==> src/rtl/wdog_window.sv <==
module wdog_window #(
  parameter int BASE_TICKS  = 16,
  parameter int CLOSED_PCT  = 60,
  parameter int HOLD_TICKS  = 8
) (
  input  logic       clk,
  input  logic       rst_n,
  input  logic       tick,
  input  logic       wr_en,
  input  logic [7:0] wr_data,
  output logic [7:0] rd_data,
  input  logic       fail_clr,
  output logic       cmd_fail,
  output logic       wd_rst_n
);

  localparam int CW = $clog2(BASE_TICKS * 8 + 1);
  localparam int HW = $clog2(HOLD_TICKS + 1);
  localparam logic [HW-1:0] HOLD_LAST = HW'(HOLD_TICKS - 1);

  logic [3:0]    hi_q;
  logic [2:0]    lo_q;
  logic [CW-1:0] cnt;
  logic [HW-1:0] hold_cnt;
  logic          hold;
  logic [CW-1:0] period_w, closed_w;

  wire parity_ok = ~^wr_data;
  wire wr_ok     = wr_en & parity_ok;
  wire wr_bad    = wr_en & ~parity_ok;
  wire in_closed = cnt < closed_w;
  wire hold_end  = hold & tick & (hold_cnt == HOLD_LAST);

  assign rd_data  = {hi_q, 1'b0, lo_q};
  assign wd_rst_n = ~hold;

  always_comb begin
    period_w = CW'(BASE_TICKS) << lo_q[1:0];
    closed_w = CW'((int'(period_w) * CLOSED_PCT) / 100);
  end

  always_ff @(posedge clk or negedge rst_n) begin
    if (!rst_n) begin
      hi_q     <= '0;
      lo_q     <= '0;
      cmd_fail <= 1'b0;
    end else begin
      if (wr_ok) begin
        hi_q <= wr_data[7:4];
        lo_q <= wr_data[2:0];
      end
      if (wr_bad)        cmd_fail <= 1'b1;
      else if (fail_clr) cmd_fail <= 1'b0;
    end
  end

  always_ff @(posedge clk or negedge rst_n) begin
    if (!rst_n) begin
      cnt      <= '0;
      hold     <= 1'b0;
      hold_cnt <= '0;
    end else if (hold) begin
      if (tick) begin
        if (hold_cnt == HOLD_LAST) begin
          hold     <= 1'b0;
          hold_cnt <= '0;
          cnt      <= '0;
        end else begin
          hold_cnt <= hold_cnt + 1'b1;
        end
      end
    end else if (wr_ok) begin
      cnt <= '0;
      if (in_closed) begin
        hold     <= 1'b1;
        hold_cnt <= '0;
      end
    end else if (tick) begin
      if (cnt == period_w - 1'b1) begin
        cnt      <= '0;
        hold     <= 1'b1;
        hold_cnt <= '0;
      end else begin
        cnt <= cnt + 1'b1;
      end
    end
  end

  assert_fail_set_R3: assert property (@(posedge clk) disable iff (!rst_n)
    wr_bad |=> cmd_fail);

  assert_cfg_kept_R3: assert property (@(posedge clk) disable iff (!rst_n)
    wr_bad |=> rd_data == $past(rd_data));

  assert_fail_clear_R4: assert property (@(posedge clk) disable iff (!rst_n)
    (fail_clr && !wr_bad) |=> !cmd_fail);

  assert_closed_trig_R7: assert property (@(posedge clk) disable iff (!rst_n)
    (wd_rst_n && wr_ok && in_closed) |=> !wd_rst_n);

  assert_open_trig_R7: assert property (@(posedge clk) disable iff (!rst_n)
    (wd_rst_n && wr_ok && !in_closed) |=> (wd_rst_n && cnt == '0));

  assert_timeout_R8: assert property (@(posedge clk) disable iff (!rst_n)
    (wd_rst_n && !wr_ok && tick && cnt == period_w - 1'b1) |=> !wd_rst_n);

  assert_release_R9: assert property (@(posedge clk) disable iff (!rst_n)
    hold_end |=> (wd_rst_n && cnt == '0));

  assert_hold_notrig_R11: assert property (@(posedge clk) disable iff (!rst_n)
    (!wd_rst_n && wr_ok && !hold_end) |=> !wd_rst_n);

  assert_cnt_bound_R8: assert property (@(posedge clk) disable iff (!rst_n)
    wd_rst_n |-> cnt < period_w);

endmodule

==> config.mk <==
export PLATFORM = sky130hd
export DESIGN_NAME = wdog_window
export DESIGN_NICKNAME = d
export VERILOG_FILES = /design/src/rtl/wdog_window.sv
export SDC_FILE = /design/constraint.sdc
export NUM_CORES = 1
export LEC_CHECK = 0
export BUFFER_PORTS_ARGS = -buffer_cell sky130_fd_sc_hd__clkbuf_2
export CAP_MARGIN = 20
export CORE_ASPECT_RATIO = 1.75
export CORE_MARGIN = 4
export CORE_UTILIZATION = 50
export DETAILED_ROUTE_END_ITERATION = 10
export PLACE_DENSITY_LB_ADDON = 0.05
export SYNTH_ARGS = -nofsm -noshare
export SYNTH_HDL_FRONTEND = slang
export SYNTH_SLANG_ARGS = --single-unit
==> constraint.sdc <==
create_clock -name clk -period 7.6 [get_ports clk]
set_input_delay 1.14 -clock clk [delete_from_list [all_inputs] [get_ports clk]]
set_output_delay 1.14 -clock clk [all_outputs]
set_load 0.02 [all_outputs]
Word-level counts from Yosys, hierarchy flattened
Index checks and enable logic that the tools add are counted.

Add/sub/neg operators: 3. Multiply operators: 1. Div/mod/pow operators: 1. Magnitude comparators: 1. Eq/ne operators: 5. Shift operators: 1. Multiplexer cells: 22. Bitwise logic cells: 4. Reductions and logical operators: 6.

Operator list (count): 2-to-1 mux 8 bit (6); divider 32 x 8 -> 32 bit, second input constant (1); 2-to-1 mux 4 bit (7); multiplier 8 x 4 -> 12 bit, second input constant (1); 2-to-1 mux 1 bit (9); adder 8 x 1 -> 8 bit, second input constant (1); == test 8 bit (1); less-than comparator 8 bit (1); XNOR reduction 8 bit (1); << shifter 5 x 2 -> 8 bit, first input constant (1); subtractor 8 x 1 -> 8 bit, second input constant (1); adder 4 x 1 -> 4 bit, second input constant (1); == test 4 x 3 -> 1 bit, second input constant (1); AND reduction 4 bit (1); nonzero test 2 bit (2); != test 3 x 2 -> 1 bit, second input constant (1); AND reduction 3 bit (1); nonzero test 3 bit (1); bitwise AND 1 bit (2); != test 2 x 1 -> 1 bit, second input constant (1); != test 2 bit, second input constant (1); inverter 1 bit (2).

Register bits after elaboration: 21. Output and inout bits: 10.

Logic depth before layout (Yosys ltp)
Gate-level depths: netlist of run 1.

Word-level depth: 7. Gate-level depth with buffers: 17. Depth with buffers taken out: 17.

Worst setup path after synthesis of run 1
Ideal clock, no wire load.

Path kind: flip-flop to flip-flop. From: reg lo_q[0]. To: reg hold_cnt[1]. Setup time: 138 ps. Data arrival time: 2997 ps. Data required time: 7462 ps. Path slack: 4465 ps. Stages on the path, launching flop included: 16. Buffers on the path: 0. Clock period less this slack: 3135 ps. Cell sequence: dfrtp_1 inv_1 ha_1 ha_1 ha_1 ha_1 o21ai_0 nand2_1 xor2_1 nand2_1 ha_1 o2111ai_1 a21oi_1 o2111a_1 a21oi_1 o22ai_1.

Cells in the longest elaborated chain, start to end: 6. Elaborated cells between the ends (all ways): 9. Classes of those cells: 1 x add/sub; 1 x mul; 1 x div; 1 x order compare; 2 x eq/ne; 1 x shift; 2 x reduce/logical.

RTL lines: start: declaration (RTL line 22) `logic [2:0] lo_q;`; start signal: assignment (RTL line 50) `lo_q <= wr_data[2:0];`; << shifter 5 x 2 -> 8 bit * (RTL line 38) `period_w = CW'(BASE_TICKS) << lo_q[1:0];`; multiplier 8 x 4 -> 12 bit (RTL line 39) `closed_w = CW'((int'(period_w) * CLOSED_PCT) / 100);`; divider 32 x 8 -> 32 bit (RTL line 39); less-than comparator 8 bit (RTL line 31) `wire in_closed = cnt < closed_w;`; != test 3 x 2 -> 1 bit (no line); AND reduction 4 bit (no line) *; end signal: assignment (RTL line 69) `hold_cnt <= hold_cnt + 1'b1;`; end: declaration (RTL line 24) `logic [HW-1:0] hold_cnt;`.

Every way passes the cells marked *; elsewhere a longest branch is shown, timed or not. A chain may end at the register's enable or synchronous reset.

Final worst setup path of run 1
From: reg lo_q[1]. To: reg hold_cnt[2].

Same word-level chain as after synthesis.

==> metrics.yaml, run 1 <==
ctsResizeCount: 0
antenna_found_initial: 0
r2r-end: "hold_cnt[2]$_DFFE_PN0P_"
overflow: 0
die_y_um: 81.0
avgSynthCellArea_um2: 9.57
drt_wl_total_um: 3130
wl_met1_um: 1180
ff2ff_path_depth: 16
multi_input_area_um2: 916
reg2reg_from: "lo_q[1]$_DFFE_PN0P_"
place.port_buffers: 21
cp-start-kind: "flip-flop"
regArea_um2: 526
yosys-top-cells-area: "dfrtp_1 35%, ha_1 16%, xnor2_1 6.3%"
setup_viol: 0
critPathKind: "reg -> reg"
min_path_cells: 1
yosysTopAreaCellShare: 0.345
cts_root_buf: "clkbuf_8"
dr_wl_met3_um: 56
outcome: "finished, final reports clean"
ir_drop_mv: 0.205
hpwl_um: 2580
cts_max_level: 1
fin_crit_sh: 0.438
clockBufferDepth: 2
rows: 26
grt_pass1_vias: 1235
cts_tree: "built"
hold_slack_ps: 517
fmax_mhz: 300
r2r_setup_slack_ps: 4270
drc_errors: 0
track_usage: 0.165
die_width_um: 49.7
path_clk_slew_ps: 70
ys_async_sr_fraction: 1.00
core_mm2: 0.00293
hp-start: "hi_q[0]$_DFFE_PN0P_"
syn_nets: 192
start_util: 0.520
wl_met2_um: 1850
p_total_mw: 0.613
finalClockSkew_ps: 2.27
vias: 1216
netlist_area_mm2: 0.00152
fin_crit_ps: 3330
synth_largest_area_cell: "dfrtp_1"
arrival_ps: 3480
drt_iter0_markers: 19
drive_above_1_share: 0.182
ys.flop_type: "dfrtp_1"
synthTopCellsByCount: "21 x dfrtp_1, 20 x ha_1, 17 x inv_1, 14 x nand2_1, 11 x xnor2_1"
top_layer_used: "met4"
grt_setup_unrepaired: "no"
ant_nets: 0
hold_buffers: 0
path_max_fanout: 8
synth_edf_count: 0
worst_slew_pin_slew_ps: 543
io_pins: 23
slew_violations: 0
synth-seq-cells: 21
cts_buffers: 3
finalSetupTns_ps: 0
viasPerCell: 5.82
yosysWarnings: 0
post-cts-setup-buffers: 0
synth.most_common_cell: "dfrtp_1"
startpoint: "lo_q[1]$_DFFE_PN0P_"
ys_types: 38
clk-insertion-delay-late_ps: 260
dr.pass1.iters: 4
syn2layout_area_growth_pct: 11.2
leakage_nw: 0.862
netlist_instances: 159
hold_path.class: "reg -> reg"
grt_pass1_wl_um: 5220
end_kind: "flip-flop"
cts_sinks: 21
wl_per_cell_um: 15.0
drv_cap: 0
ys_seq_area_frac: 0.345
min_delay_worst_endpoint: "hi_q[0]$_DFFE_PN0P_"
place_congestion: 0.762
fillers: 279
num_antenna_cells: 0
power.density_mw_per_mm2: 362
nets: 215
relSlewSlack: 0.635
design.die.area_mm2: 0.00402
required_ps: 7740
grt_max_degree: 22
finalHoldViolations: 0
-- power breakdown --
group / switching [mW] / internal, mW / total (mW)
Clock: 0.0368 / 0.0366 / 0.0734
Sequential: 0.0476 / 0.155 / 0.202
Combinational: 0.191 / 0.146 / 0.337
Total: 0.275 / 0.337 / 0.613
-- through the flow --
stage	worst slack, ps	cell area [um^2]	utilization	instances
after floorplan	4470	1520	-	159
after global placement	4270	1650	0.562	205
after detailed placement	4260	1650	0.562	205
after CTS	4240	1690	0.578	209
after global routing	3950	1690	0.578	209
final	4270	1690	0.578	209
-- how the worst max path moves through the flow --
stage,to,slack [ps],cells after the start
after detailed placement,hold_cnt[2]$_DFFE_PN0P_,4260,16
after global routing,hold_cnt[0]$_DFFE_PN0P_,3950,16
after global placement,hold_cnt[1]$_DFFE_PN0P_,4270,16
after floorplan,hold_cnt[1]$_DFFE_PN0P_,4470,15
final,hold_cnt[2]$_DFFE_PN0P_,4270,16
after CTS,hold_cnt[2]$_DFFE_PN0P_,4240,16
-- sequential cells by signal, summed over array words and instances, names as in the netlist --
| register | flops |
|---|---|
| cmd_fail | 1 |
| cnt | 8 |
| hi_q | 4 |
| hold | 1 |
| hold_cnt | 4 |
| lo_q | 3 |
-- kinds of logic (layout without fill, tap and decap cells) --
kind of cell | count (synthesis) | after routing | synth area share
compound gates | 39 | 39 | 0.179
xor+xnor | 13 | 13 | 0.0748
fa+ha+maj | 20 | 20 | 0.164
buf+inv | 20 | 42 | 0.0526
flops | 21 | 21 | 0.345
mux | 10 | 10 | 0.0715
other cells | 1 | 1 | 0.00246
simple gates | 35 | 35 | 0.109
-- cell type report --
class	count	share of cell area
multi-input cells	118	0.541
flip-flops and latches	21	0.311
repair buffers	21	0.0621
inverters	17	0.0377
clock buffers	3	0.0244
well taps	28	0.0207
clock inverters	1	0.00296
-- cells in the final DEF (no fill, tap or decap), types with 2 or more instances in the layout --
master     instances
nand2_1           14
a211oi_1           2
nand4_1            3
and3_1             2
nand2b_1           2
nand3_1            5
o31ai_1            4
inv_1             17
mux2_2             7
a21o_1             2
and2_1             2
a21oi_1            3
xnor2_1           11
clkbuf_8           3
o22ai_1            5
dfrtp_1           21
o211ai_1           2
a2bb2oi_1          2
ha_1              20
o21ai_0            9
clkbuf_2          21
nor2_1             5
mux2i_1            3
xor2_1             2
-- worst max-delay path, stage by stage (launching register included) --
cell and delay (ps):
dfrtp_1 490, inv_1 160, ha_1 340, inv_1 70, o22ai_1 160, ha_1 250
ha_1 190, o21ai_0 150, nand2_1 80, xor2_1 140, nand2_1 80, ha_1 290
o2111ai_1 80, a21oi_1 80, o2111a_1 260, a21oi_1 250, o22ai_1 120
-- layer usage --
metal,global-route usage,vias up
li1,-,608
met1,0.164,588
met2,0.336,16
met3,0.0202,4
met4,0.0637,0
met5,0,-
(Power assumes the default switching activity.)
==> run 2, diff against run 1 <==
==> constraint.sdc (replaced) <==
create_clock -name clk -period 3.2 [get_ports clk]
set_input_delay 0.48 -clock clk [delete_from_list [all_inputs] [get_ports clk]]
set_output_delay 0.48 -clock clk [all_outputs]
set_load 0.02 [all_outputs]
==> run 2 against run 1 <==
Against the previous run: combinational power grew to 2.7 times the previous value; fmax rose by 9.2%; worst setup slack got worse by 4100 ps; critical endpoint is now hold_cnt[1]$_DFFE_PN0P_; largest power group unchanged.
==> metrics.yaml, run 2 (same netlist as run 1, synthesis figures left out) <==
wl_per_cell_um: 15.0
drt_iter0_markers: 24
viasPerCell: 5.80
critPathKind: "reg -> reg"
vias: 1242
dp_slack_ps: -54.2
ir_drop_mv: 0.504
final_cell_area_mm2: 0.00177
final_cell_mix: "21 x dfrtp_1, 21 x clkbuf_2, 16 x ha_1, 15 x inv_1, 14 x nand2_1"
place.port_buffers: 21
finalHoldViolations: 0
fin_ws_ps: 149
clk-insertion-delay-late_ps: 260
cp-start-kind: "flip-flop"
path_clk_slew_ps: 80
hold_path.class: "in -> async"
dr.pass1.iters: 4
cts_max_level: 1
power.density_mw_per_mm2: 882
design.die.area_mm2: 0.00402
start_util: 0.520
grt_pass1_wl_um: 5330
slew_violations: 0
rows: 26
required_ps: 3390
p_total_mw: 1.56
leakage_nw: 0.881
grt_max_degree: 22
syn2layout_area_growth_pct: 16.5
cts_root_buf: "clkbuf_8"
antenna_found_initial: 0
fin_crit_sh: 0.954
ant_nets: 0
dpl_cell_area_mm2: 0.00167
cts_sinks: 21
fin_crit_ps: 3050
setup_viol: 0
arrival_ps: 3240
drv_cap: 0
path_max_fanout: 4
drt_wl_total_um: 3200
die_width_um: 49.7
relSlewSlack: 0.631
reg_top3: "cnt (8), hi_q (4), hold_cnt (4)"
cts_buffers: 3
drive_above_1_share: 0.242
place_congestion: 0.837
cts_tree: "built"
num_antenna_cells: 0
overflow: 0
die_y_um: 81.0
fmax_mhz: 328
nets: 220
outcome: "finished, final reports clean"
grt_pass1_vias: 1247
io_pins: 23
end_kind: "flip-flop"
finalClockSkew_ps: 5.83
track_usage: 0.168
drc_errors: 0
final_core_util: 0.606
hold_buffers: 0
clockBufferDepth: 2
worst_slew_pin_slew_ps: 550
hpwl_um: 2550
largest_register_ffs: 8
largest-register: "cnt"
core_mm2: 0.00293
r2r_setup_slack_ps: 150
hold_slack_ps: 183
[run 2: cell types whose count changed in the layout (fill, tap and decap cells not counted), moves of 2 or more]
cell and change:
o21ai_1 +2, ha_4 +2, buf_4 +5, inv_1 -2
ha_2 +2, a21oi_1 -2, inv_2 +2, o21ai_0 -2
ha_1 -4
[run 2: power by group]
group | switching, mW | internal [mW]
registers | 0.107 | 0.368
clock network | 0.0869 | 0.0887
logic | 0.499 | 0.415
total | 0.693 | 0.871
[run 2: final cells by class]
type                       instances  area [um^2]
timing repair buffer              26          143
sequential                        21          526
multi-input combinational        118          961
tap                               28         35.0
clock buffer                       4         45.0
inverter                          17         63.8
fill                             277         1150
[run 2: worst max-delay path: stages, from the launching register on]
cell	delay (ps)
dfrtp_1	420
inv_2	80
ha_2	200
ha_1	290
ha_1	300
ha_1	190
o21ai_1	120
nand2_1	70
xor2_1	170
nand2_1	110
ha_4	280
o2111ai_1	100
a21oi_2	170
o2111a_1	250
a21oi_4	60
o22ai_1	170
[run 2: repair_timing]
action,4_1_cts,5_1_grt
setup buffers,0,2
resized for setup,1,10
hold endpoints to repair,0,0
endpoints found under the setup margin,4,5
pin swaps,0,3
[run 2: metrics by stage]
| stage | setup TNS [ps] | instances |
|---|---|---|
| CTS | 0 | 212 |
| floorplan | 0 | 159 |
| detailed placement | -140 | 208 |
| global route | -113 | 214 |
| global placement | 0 | 208 |
| finish | 0 | 214 |
[run 2: worst paths after layout]
| kind | from | endpoint | depth (start not counted) |
|---|---|---|---|
| max in group asynchronous | rst_n | hi_q[0]$_DFFE_PN0P_ | 1 |
| worst max-delay path | lo_q[0]$_DFFE_PN0P_ | hold_cnt[1]$_DFFE_PN0P_ | 15 |
| min in group clk | fail_clr | cmd_fail$_DFFE_PN0P_ | 2 |
| worst min-delay path | rst_n | cnt[5]$_DFFE_PN0P_ | 1 |
| worst max register to register | lo_q[0]$_DFFE_PN0P_ | hold_cnt[1]$_DFFE_PN0P_ | 15 |
| worst min register to register | hi_q[1]$_DFFE_PN0P_ | hi_q[1]$_DFFE_PN0P_ | 1 |
[run 2: per-layer routing]
| metal | vias up | GRT usage | part of all wire |
|---|---|---|---|
| li1 | 614 | - | - |
| met1 | 602 | 0.178 | 0.38 |
| met2 | 20 | 0.330 | 0.58 |
| met3 | 6 | 0.0165 | 0.022 |
| met4 | 0 | 0.0665 | 0.019 |
| met5 | - | 0 | 0 |
==> run 3, diff against run 2 <==
--- a/config.mk
+++ b/config.mk
@@ -11,6 +11,7 @@
 export CORE_MARGIN = 4
 export CORE_UTILIZATION = 50
 export DETAILED_ROUTE_END_ITERATION = 10
+export HOLD_SLACK_MARGIN = 0.06
 export PLACE_DENSITY_LB_ADDON = 0.05
 export SYNTH_ARGS = -nofsm -noshare
 export SYNTH_HDL_FRONTEND = slang
==> constraint.sdc (replaced) <==
create_clock -name clk -period 3.05 [get_ports clk]
set_input_delay 0.4575 -clock clk [delete_from_list [all_inputs] [get_ports clk]]
set_output_delay 0.4575 -clock clk [all_outputs]
set_load 0.02 [all_outputs]
==> run 3 against run 2 <==
Against the previous run: global-route usage rose by 0.097 points; critical path type unchanged; clock skew fell by 0.56 ps; worst setup slack got worse by 110 ps; count of clock-buffer cells in the layout did not move; fmax rose by 1.5%; first-iteration DRC count fell by 71%; utilization rose by 4.1 points; largest cell class unchanged; routed wire length rose by 3.3%.
==> metrics.yaml, run 3 (same netlist as run 1, synthesis figures left out) <==
cp_cell_sequence: "inv_4, ha_4, inv_2, o22ai_2, ha_1, ha_2, o21ai_1, nand2_1, xor2_1, nand2_1, ha_4, a21o_1, o2111a_1, a21oi_4, o22ai_2"
cp-start-kind: "flip-flop"
outcome: "finished, final reports clean"
critPathKind: "reg -> reg"
p_clk_frac: 0.101
place.port_buffers: 21
met3_usage: 0.0257
vias: 1248
required_ps: 3190
p_total_mw: 1.83
fillers: 246
drv_cap: 0
overflow: 0
start_util: 0.520
grt_max_degree: 22
cts_sinks: 21
ant_nets: 0
final_cell_mix: "21 x clkbuf_2, 19 x dfrtp_1, 14 x nand2_1, 14 x ha_1, 12 x inv_1"
relSlewSlack: 0.638
grt_pass1_vias: 1258
track_usage: 0.169
viasPerCell: 5.67
grt-busiest-layer: "met2"
largest-register: "cnt"
r2r_setup_slack_ps: 40
fin_crit_ps: 3010
clockBufferDepth: 2
die_width_um: 49.7
final_common_cell: "clkbuf_2"
slew_violations: 0
arrival_ps: 3150
hold_buffers: 0
path_clk_slew_ps: 80
drt_wl_total_um: 3300
fmax_mhz: 333
end_kind: "flip-flop"
reg_top3: "cnt (8), hi_q (4), hold_cnt (4)"
hold_slack_ps: 155
core_mm2: 0.00293
finalClockSkew_ps: 5.26
final_core_util: 0.647
clk-insertion-delay-late_ps: 260
seq_power_share: 0.281
finalSetupTns_ps: 0
drive_above_1_share: 0.323
critPathSlowestCell: "dfrtp_2"
dp_cells: 214
rows: 26
reg2reg_from: "lo_q[1]$_DFFE_PN0P_"
antenna_found_initial: 0
num_antenna_cells: 0
place_congestion: 0.812
power.internal_mw: 1.04
pwr-share-comb: 0.619
cts_tree: "built"
grt_use_met1: 0.185
wl_per_cell_um: 15.0
use_met2: 0.322
leakage_nw: 0.921
io_pins: 23
cts_buffers: 3
largest_register_ffs: 8
cp_slowest_stage_delay_ps: 460
design.die.area_mm2: 0.00402
switching_share: 0.434
dr.pass1.iters: 4
grt_pass1_wl_um: 5400
cts_max_level: 1
power.density_mw_per_mm2: 967
syn2layout_area_growth_pct: 24.4
drt_iter0_markers: 7
hpwl_um: 2570
path_max_fanout: 4
path_delay_family: "compound AO/OA/AOI/OAI gates"
ir_drop_mv: 0.716
r2r-end: "hold_cnt[3]$_DFFE_PN0P_"
p_switching_mw: 0.795
worst_slew_pin_slew_ps: 537
grt_setup_unrepaired: "yes"
final_cell_count_no_fill: 220
fin_crit_sh: 0.986
nets: 226
drc_errors: 0
setup_viol: 0
die_y_um: 81.0
finalHoldViolations: 0
critPathBufInv: 2
ff2ff_path_depth: 15
cts_root_buf: "clkbuf_8"
hold_path.class: "in -> async"
-- run 3: changes by cell type in the layout (fill, tap and decap cells not counted), moves of 3 or more --
cell     delta
buf_4       +4
o22ai_1     -4
o22ai_2     +4
ha_4        +3
inv_1       -3
-- run 3: timing repair --
item | in CTS | in global routing
pin swaps | 0 | 13
gates resized for setup | 2 | 24
endpoints found under the setup margin | 4 | 5
gates cloned | 0 | 0
hold endpoints to repair | 0 | 0
setup buffers | 0 | 2
-- run 3: per-stage QoR --
stage | worst slack [ps] | area [um^2]
floorplan | 20.2 | 1520
global placement | -44.6 | 1720
detailed placement | -101 | 1720
CTS | 20.8 | 1760
global route | -140 | 1890
finish | 43.5 | 1890
-- run 3: worst reg2reg max path: cells and delay by family, from the launching register on --
| kind | cells | cell delay [ps] |
|---|---|---|
| DFF | 1 | 460 |
| and+or+nand+nor | 2 | 180 |
| adders and majority gates | 4 | 930 |
| buffers and inverters | 2 | 110 |
| xor gates and xnor gates | 1 | 170 |
| AOI/OAI and AO/OA | 6 | 1020 |
-- run 3: area by class of cell --
type / count / area (um^2) / area share
multi-input cells: 118 / 1020 / 0.539
flip-flops and latches: 21 / 528 / 0.279
repair buffers: 32 / 195 / 0.103
inverters: 17 / 68.8 / 0.0364
clock buffers: 4 / 45.0 / 0.0238
well taps: 28 / 35.0 / 0.0185
-- run 3: power groups by stage --
stage | logic, mW | clock network [mW] | registers (mW)
after floorplan | 0.584 | 0 | 0.547
after global placement | 0.940 | 0 | 0.492
after detailed placement | 0.964 | 0 | 0.501
after CTS | 0.974 | 0.190 | 0.496
after global routing | 1.28 | 0.197 | 0.533
final | 1.13 | 0.184 | 0.514
-- run 3: how the worst max path moves through the flow --
stage                                    from                 endpoint  cells after the start  slack, ps
after floorplan           lo_q[0]$_DFFE_PN0P_  hold_cnt[1]$_DFFE_PN0P_                     15         20
after global placement    lo_q[1]$_DFFE_PN0P_  hold_cnt[1]$_DFFE_PN0P_                     16        -40
after detailed placement  lo_q[0]$_DFFE_PN0P_  hold_cnt[0]$_DFFE_PN0P_                     15       -100
after CTS                 lo_q[0]$_DFFE_PN0P_  hold_cnt[3]$_DFFE_PN0P_                     15         20
after global routing      lo_q[1]$_DFFE_PN0P_  hold_cnt[3]$_DFFE_PN0P_                     15       -140
final                     lo_q[1]$_DFFE_PN0P_  hold_cnt[3]$_DFFE_PN0P_                     15         40
-- run 3: metal layers --
| metal | vias up | wire length (um) |
|---|---|---|
| met5 | - | 0 |
| met4 | 0 | 27 |
| met3 | 3 | 53 |
| met2 | 11 | 1930 |
| met1 | 605 | 1290 |
| li1 | 629 | - |
